### config.mk
export PLATFORM = sky130hd
export DESIGN_NAME = sdram_mask_timing
export DESIGN_NICKNAME = d
export VERILOG_FILES = /design/src/rtl/sdram_mask_pkg.sv /design/src/rtl/mask_rd_delay.sv /design/src/rtl/mask_wr_gate.sv /design/src/rtl/mask_rd_out.sv /design/src/rtl/sdram_mask_timing.sv
export SDC_FILE = /design/constraint.sdc
export NUM_CORES = 1
export LEC_CHECK = 0
export ABC_AREA = 1
export CAP_MARGIN = 10
export CORE_UTILIZATION = 40
export CTS_BUF_LIST = sky130_fd_sc_hd__clkbuf_4 sky130_fd_sc_hd__clkbuf_8
export DETAILED_ROUTE_END_ITERATION = 8
export DONT_BUFFER_PORTS = 1
export PLACE_DENSITY_LB_ADDON = 0.3
export RECOVER_POWER = 25
export SYNTH_ARGS = -nofsm -noshare
export SYNTH_HDL_FRONTEND = slang
export SYNTH_HIERARCHICAL = 1
export SYNTH_SLANG_ARGS = --single-unit
### constraint.sdc
create_clock -name clk -period 0.9 [get_ports clk]
set_input_delay 0 -clock clk [delete_from_list [all_inputs] [get_ports clk]]
set_output_delay 0 -clock clk [all_outputs]
set_load 0.02 [all_outputs]
### src/rtl/sdram_mask_pkg.sv
package sdram_mask_pkg;
  localparam int unsigned DEF_LANES  = 2;
  localparam int unsigned DEF_LANE_W = 8;
  localparam int unsigned DEF_RD_LAT = 2;

  typedef enum logic {
    MODE_READ  = 1'b0,
    MODE_WRITE = 1'b1
  } xfer_mode_e;
endpackage

### src/rtl/mask_rd_delay.sv
module mask_rd_delay #(
  parameter int unsigned LANES  = 2,
  parameter int unsigned RD_LAT = 2
) (
  input  logic             clk,
  input  logic             rst,
  input  logic [LANES-1:0] mask_in,
  output logic [LANES-1:0] mask_due
);
  localparam int unsigned LAST = RD_LAT - 1;

  logic [RD_LAT-1:0][LANES-1:0] stage;

  // free-running shift chain; reset leaves every lane masked
  always_ff @(posedge clk) begin
    if (rst) begin
      stage <= '1;
    end else begin
      stage[0] <= mask_in;
      for (int s = 1; s < RD_LAT; s++) begin
        stage[s] <= stage[s-1];
      end
    end
  end

  assign mask_due = stage[LAST];

  generate
    for (genvar s = 1; s < RD_LAT; s++) begin : g_chk

      stage_shift_chk: assert property (@(posedge clk) disable iff (rst)
        !$past(rst) |-> stage[s] == $past(stage[s-1]));
    end
  endgenerate
endmodule

### src/rtl/mask_wr_gate.sv
module mask_wr_gate
  import sdram_mask_pkg::*;
#(
  parameter int unsigned LANES = 2
) (
  input  xfer_mode_e       mode,
  input  logic [LANES-1:0] mask_in,
  output logic [LANES-1:0] wr_be
);
  generate
    for (genvar l = 0; l < LANES; l++) begin : g_lane
      assign wr_be[l] = (mode == MODE_WRITE) && !mask_in[l];
    end
  endgenerate
endmodule

### src/rtl/mask_rd_out.sv
module mask_rd_out #(
  parameter int unsigned LANES  = 2,
  parameter int unsigned LANE_W = 8
) (
  input  logic                    clk,
  input  logic                    rst,
  input  logic                    rd_valid,
  input  logic [LANES*LANE_W-1:0] rd_data,
  input  logic [LANES-1:0]        mask_due,
  output logic [LANES*LANE_W-1:0] dq,
  output logic [LANES-1:0]        dq_oe
);
  generate
    for (genvar l = 0; l < LANES; l++) begin : g_lane
      logic drive;
      assign drive = rd_valid && !mask_due[l];

      always_ff @(posedge clk) begin
        if (rst) begin
          dq_oe[l]              <= 1'b0;
          dq[l*LANE_W +: LANE_W] <= '0;
        end else begin
          dq_oe[l]              <= drive;
          dq[l*LANE_W +: LANE_W] <= drive ? rd_data[l*LANE_W +: LANE_W] : '0;
        end
      end


      lane_blank_chk: assert property (@(posedge clk) disable iff (rst)
        !dq_oe[l] |-> dq[l*LANE_W +: LANE_W] == '0);
    end
  endgenerate
endmodule

### src/rtl/sdram_mask_timing.sv
module sdram_mask_timing
  import sdram_mask_pkg::*;
#(
  parameter int unsigned LANES  = DEF_LANES,
  parameter int unsigned LANE_W = DEF_LANE_W,
  parameter int unsigned RD_LAT = DEF_RD_LAT
) (
  input  logic                    clk,
  input  logic                    rst,
  input  logic [LANES-1:0]        mask_i,
  input  logic                    wr_mode_i,
  input  logic                    rd_valid_i,
  input  logic [LANES*LANE_W-1:0] rd_data_i,
  output logic [LANES-1:0]        wr_be_o,
  output logic [LANES*LANE_W-1:0] dq_o,
  output logic [LANES-1:0]        dq_oe_o
);
  localparam int unsigned DW = LANES * LANE_W;

  logic [LANES-1:0] mask_due;
  xfer_mode_e       mode;

  assign mode = xfer_mode_e'(wr_mode_i);

  mask_wr_gate #(.LANES(LANES)) u_wr_gate (
    .mode    (mode),
    .mask_in (mask_i),
    .wr_be   (wr_be_o)
  );

  mask_rd_delay #(.LANES(LANES), .RD_LAT(RD_LAT)) u_rd_delay (
    .clk      (clk),
    .rst      (rst),
    .mask_in  (mask_i),
    .mask_due (mask_due)
  );

  mask_rd_out #(.LANES(LANES), .LANE_W(LANE_W)) u_rd_out (
    .clk      (clk),
    .rst      (rst),
    .rd_valid (rd_valid_i),
    .rd_data  (rd_data_i),
    .mask_due (mask_due),
    .dq       (dq_o),
    .dq_oe    (dq_oe_o)
  );


  wr_mask_block_chk: assert property (@(posedge clk) disable iff (rst)
    (wr_be_o & mask_i) == '0);


  wr_idle_chk: assert property (@(posedge clk) disable iff (rst)
    !wr_mode_i |-> wr_be_o == '0);


  rd_valid_gate_chk: assert property (@(posedge clk) disable iff (rst)
    (dq_oe_o != '0) |-> $past(rd_valid_i));

  generate
    for (genvar l = 0; l < LANES; l++) begin : g_lane_chk

      rd_data_pass_chk: assert property (@(posedge clk) disable iff (rst)
        dq_oe_o[l] |-> dq_o[l*LANE_W +: LANE_W] == $past(rd_data_i[l*LANE_W +: LANE_W]));
      if (RD_LAT == 2) begin : g_lat2

        rd_mask_lat_chk: assert property (@(posedge clk) disable iff (rst)
          dq_oe_o[l] |-> !$past(mask_i[l], 3));
      end
    end
  endgenerate

  initial begin
    if (DW == 0 || RD_LAT == 0) $error("sdram_mask_timing: bad parameters");
  end
endmodule

# After elaboration in Yosys (flattened, before gate mapping)
# Index checks and enable logic that the tools add are counted.
# Widths: inputs -> output; s select.
# totals
ff_bits	22
input_bits	22
output_inout_bits	20
word_cells	18
# op_classes
bitwise	2
reduce_logical	10
# op_table
op	count
$logic_and 1x1->1	4
$logic_not 1->1	4
$reduce_or 2->1	2
$not 1->1	2

# Logic depth before layout (Yosys ltp)
# logic_depth
word_depth	4
ltp_mapped	4
mapped_depth_nobuf	3

# By module
# The synthesis kept the hierarchy.
# modules_own_cells
module	n_inst	cells_per_inst	area_per_inst_um2	seq_area_each_um2
mask_rd_out	1	57	519.2	360.3
mask_rd_delay	1	15	131.4	80.1
mask_wr_gate	1	3	11.3	0.0

# Worst setup path before layout
# Ideal clock, no wire load.
# synth_timing
path_kind	register to register
startpoint	reg u_rd_delay.stage, in the netlist u_rd_delay/mask_due[1]
endpoint	reg u_rd_out.dq[10]
setup_time_ps	67
arrival_ps	667
required_time_ps	833
setup_slack_ps	166
path_stages_with_launch	5
n_path_buf	1
synth_period_minus_slack_ps	734
path_cell_list	dfxtp_1 -> buf_4 -> inv_1 -> nand3_2 -> nor2_1
# synth_via
elab_chain_cells	4
# synth_rtl
element	line	text
start: declaration	mask_rd_delay.sv:12	logic [RD_LAT-1:0][LANES-1:0] stage;
start signal: indexed assignment	mask_rd_delay.sv:21	stage[s] <= stage[s-1];
$logic_not 1->1	mask_rd_out.sv:16	assign drive = rd_valid && !mask_due[l];
$logic_and 1x1->1	mask_rd_out.sv:16	
$not 1->1 (no line)	--	
$reduce_or 2->1 (no line)	--	
end signal: indexed assignment	mask_rd_out.sv:24	dq[l*LANE_W +: LANE_W] <= drive ? rd_data[l*LANE_W +: LANE_W] : '0;
end: declaration	mask_rd_out.sv:10	output logic [LANES*LANE_W-1:0] dq,
# Every way passes these cells.
# A chain may end at the register's enable or synchronous reset.

# Worst setup path after layout
# Ends and elaborated chain as after synthesis.

==> impl_metrics.py <==
metrics = {
    "grt": {
        "grt_pass1_vias": 427,
        "grt_pass1_wl_mm": 1.74,
        "grt-ovfl-total": 0,
        "grt_max_degree": 14,
        "grt_use_total": 0.134,
        "antenna_found_initial": 0,
    },
    "synthesis": {
        "yosys.area.top_type": "dfxtp_1",
        "ys_warn_count": 6,
        "synth_area_leaders": "dfxtp_1 (67%), inv_1 (15%), nor2_1 (10%)",
        "synth.top_cell.area_share": 0.665,
        "yosysSeqAreaShare": 0.665,
        "ys_seq_elements": 22,
        "syn_inst": 75,
        "post_synth_num_cell_types": 8,
        "synth_fp_nets": 97,
        "syn_area_um2": 662,
        "synth.avg_cell_area_um2": 8.83,
    },
    "clock_tree": {
        "cts_max_path_buffers": 2,
        "clkSinkCount": 22,
        "path_clk_slew_ns": 0.11,
        "ctsResizeCount": 0,
        "cts_root_buffer": "clkbuf_4",
        "postCtsSetupBuffers": 0,
        "tritoncts": "yes",
        "ctsHtreeMaxLevel": 1,
        "clk_latency_ns": 0.29,
        "numCtsBuffers": 3,
    },
    "pwr": {
        "p_leak_nw": 0.505,
        "total_power_mw": 1.85,
        "ir_worst_vdd_mv": 1.03,
        "cellPowerDensity_nw_per_um2": 2010,
    },
    "place": {
        "placed_cells": 89,
        "io_buffers": 0,
        "place.gp.congestion": 0.562,
        "dp_slack_ns": 0.167,
        "hpwl_um": 661,
        "place_area_um2": 667,
    },
    "routing": {
        "via_per_inst": 4.15,
        "drtPass1Iterations": 4,
        "wl_mm": 1.12,
        "drtAntennaViolNets": 0,
        "wl_per_cell_um": 9.94,
        "drc_errors": 0,
        "vias": 469,
        "drt_iter0_markers": 3,
    },
    "critical_path": {
        "crit_arrival_ns": 0.99,
        "r2r_slack_ns": 0.15,
        "worstReg2RegEnd": "u_rd_out/dq[10]$_SDFF_PP0_",
        "rr_worst_depth": 3,
        "cp_max_fo": 9,
        "worstPathRequired_ns": 1.13,
        "timing.rr.start": "u_rd_delay/mask_due[1]$_SDFF_PP1_",
        "critPathKind": "reg -> reg",
        "crit_path_start_kind": "flip-flop",
        "cp-end-kind": "flip-flop",
    },
    "sta": {
        "hold_ws_ns": 0.0808,
        "min_period_over_period": 0.836,
        "finalSetupTns_ns": 0,
        "hold_violations": 0,
        "max_clock_freq_ghz": 1.33,
        "max_slew_margin": 0.753,
        "setup_slack_ns": 0.148,
        "setup_viol": 0,
        "clock_skew_ns": 0.000525,
        "rsz0062_at_grt": "no",
        "worst_slew_pin_slew_ns": 0.370,
        "period_minus_slack_ns": 0.752,
        "drv_slew": 0,
    },
    "floorplan": {
        "rows": 14,
        "fp.dieArea_um2": 1820,
        "die_x_um": 42.7,
        "coreArea_um2": 1520,
        "boundaryPins": 42,
        "die_h_um": 42.7,
        "start_util": 0.434,
    },
    "status": {
        "outcome": "finished clean",
    },
    "flow_run": {
        "drv_cap": 0,
    },
    "hold_path": {
        "hold_depth": 1,
        "min_to": "wr_be_o[0]",
        "hold_class": "in -> out",
        "worst_hold_startpoint": "mask_i[0]",
    },
    "layout": {
        "area_growth_pct": 38.9,
        "final_cells": 113,
        "antenna_cells": 0,
        "layout-drive-gt1-share": 0.0722,
        "postLayoutCoreUtil": 0.603,
        "design_area_um2": 920,
        "layout.nets": 120,
    },
}
[how the worst max path moves through the flow]
stage                                            startpoint                    endpoint  slack (ns)  cells past startpoint
after floorplan           u_rd_delay/mask_due[1]$_SDFF_PP1_  u_rd_out/dq[10]$_SDFF_PP0_        0.17                      4
after global placement    u_rd_delay/mask_due[1]$_SDFF_PP1_  u_rd_out/dq[15]$_SDFF_PP0_        0.21                      3
after detailed placement  u_rd_delay/mask_due[1]$_SDFF_PP1_   u_rd_out/dq[8]$_SDFF_PP0_        0.17                      3
after CTS                         u_rd_out/dq[8]$_SDFF_PP0_                     dq_o[8]        0.13                      0
after global routing      u_rd_delay/mask_due[1]$_SDFF_PP1_  u_rd_out/dq[10]$_SDFF_PP0_        0.08                      3
final                     u_rd_delay/mask_due[1]$_SDFF_PP1_  u_rd_out/dq[10]$_SDFF_PP0_        0.15                      3
[what timing repair did]
| action | in CTS | in global routing |
|---|---|---|
| endpoints found under the setup margin | 0 | 0 |
| hold buffers | 20 | 0 |
| endpoints found under the hold margin | 22 | 0 |
[synth_stat cells, drive strengths merged]
cell type and instances:
buf 2, dfxtp 22, inv 27, nand2 4, nand3 2, nor2 18
[area by class of cell]
class	instances	area (µm²)
Clock buffer	3	22.5
Sequential cell	22	440
Multi-Input combinational cell	24	105
Fill cell	122	604
Clock inverter	1	30.0
Tap cell	16	20.0
Inverter	27	101
Timing Repair Buffer	20	200
[cell usage in the layout, fill, tap and decap left out]
master	n
inv_1	27
dfxtp_1	22
dlygate4sd3_1	20
nor2_1	18
clkbuf_4	3
nand2_1	3
nand3_2	2
bufinv_16	1
nand2_2	1
[registers in the layout (all words and copies together) (netlist names)]
signal               count
u_rd_out/dq             16
u_rd_delay/stage         2
u_rd_delay/mask_due      2
u_rd_out/dq_oe           2
[cells by family after synthesis]
group | share of synthesized area
buffers and inverters | 0.176
flip-flops | 0.665
AND/OR/NAND/NOR | 0.159
[layer usage]
layer | part of all wire | global-route usage | up-vias
li1 | - | - | 241
met1 | 0.36 | 0.113 | 205
met2 | 0.58 | 0.255 | 21
met3 | 0.058 | 0.0426 | 2
met4 | 0.0080 | 0.0938 | 0
met5 | 0 | 0 | -
[worst max-delay path: stages (launching register included)]
cell     delay, ns
dfxtp_1       0.32
inv_1         0.06
nand3_2       0.17
nor2_1        0.15
[power by group]
| group | switching, mW | internal, mW |
|---|---|---|
| sequential | 0.0157 | 0.990 |
| combinational | 0.0473 | 0.0710 |
| clock | 0.276 | 0.450 |
| total | 0.339 | 1.51 |
Note: power is estimated with default switching activity, not from simulation.
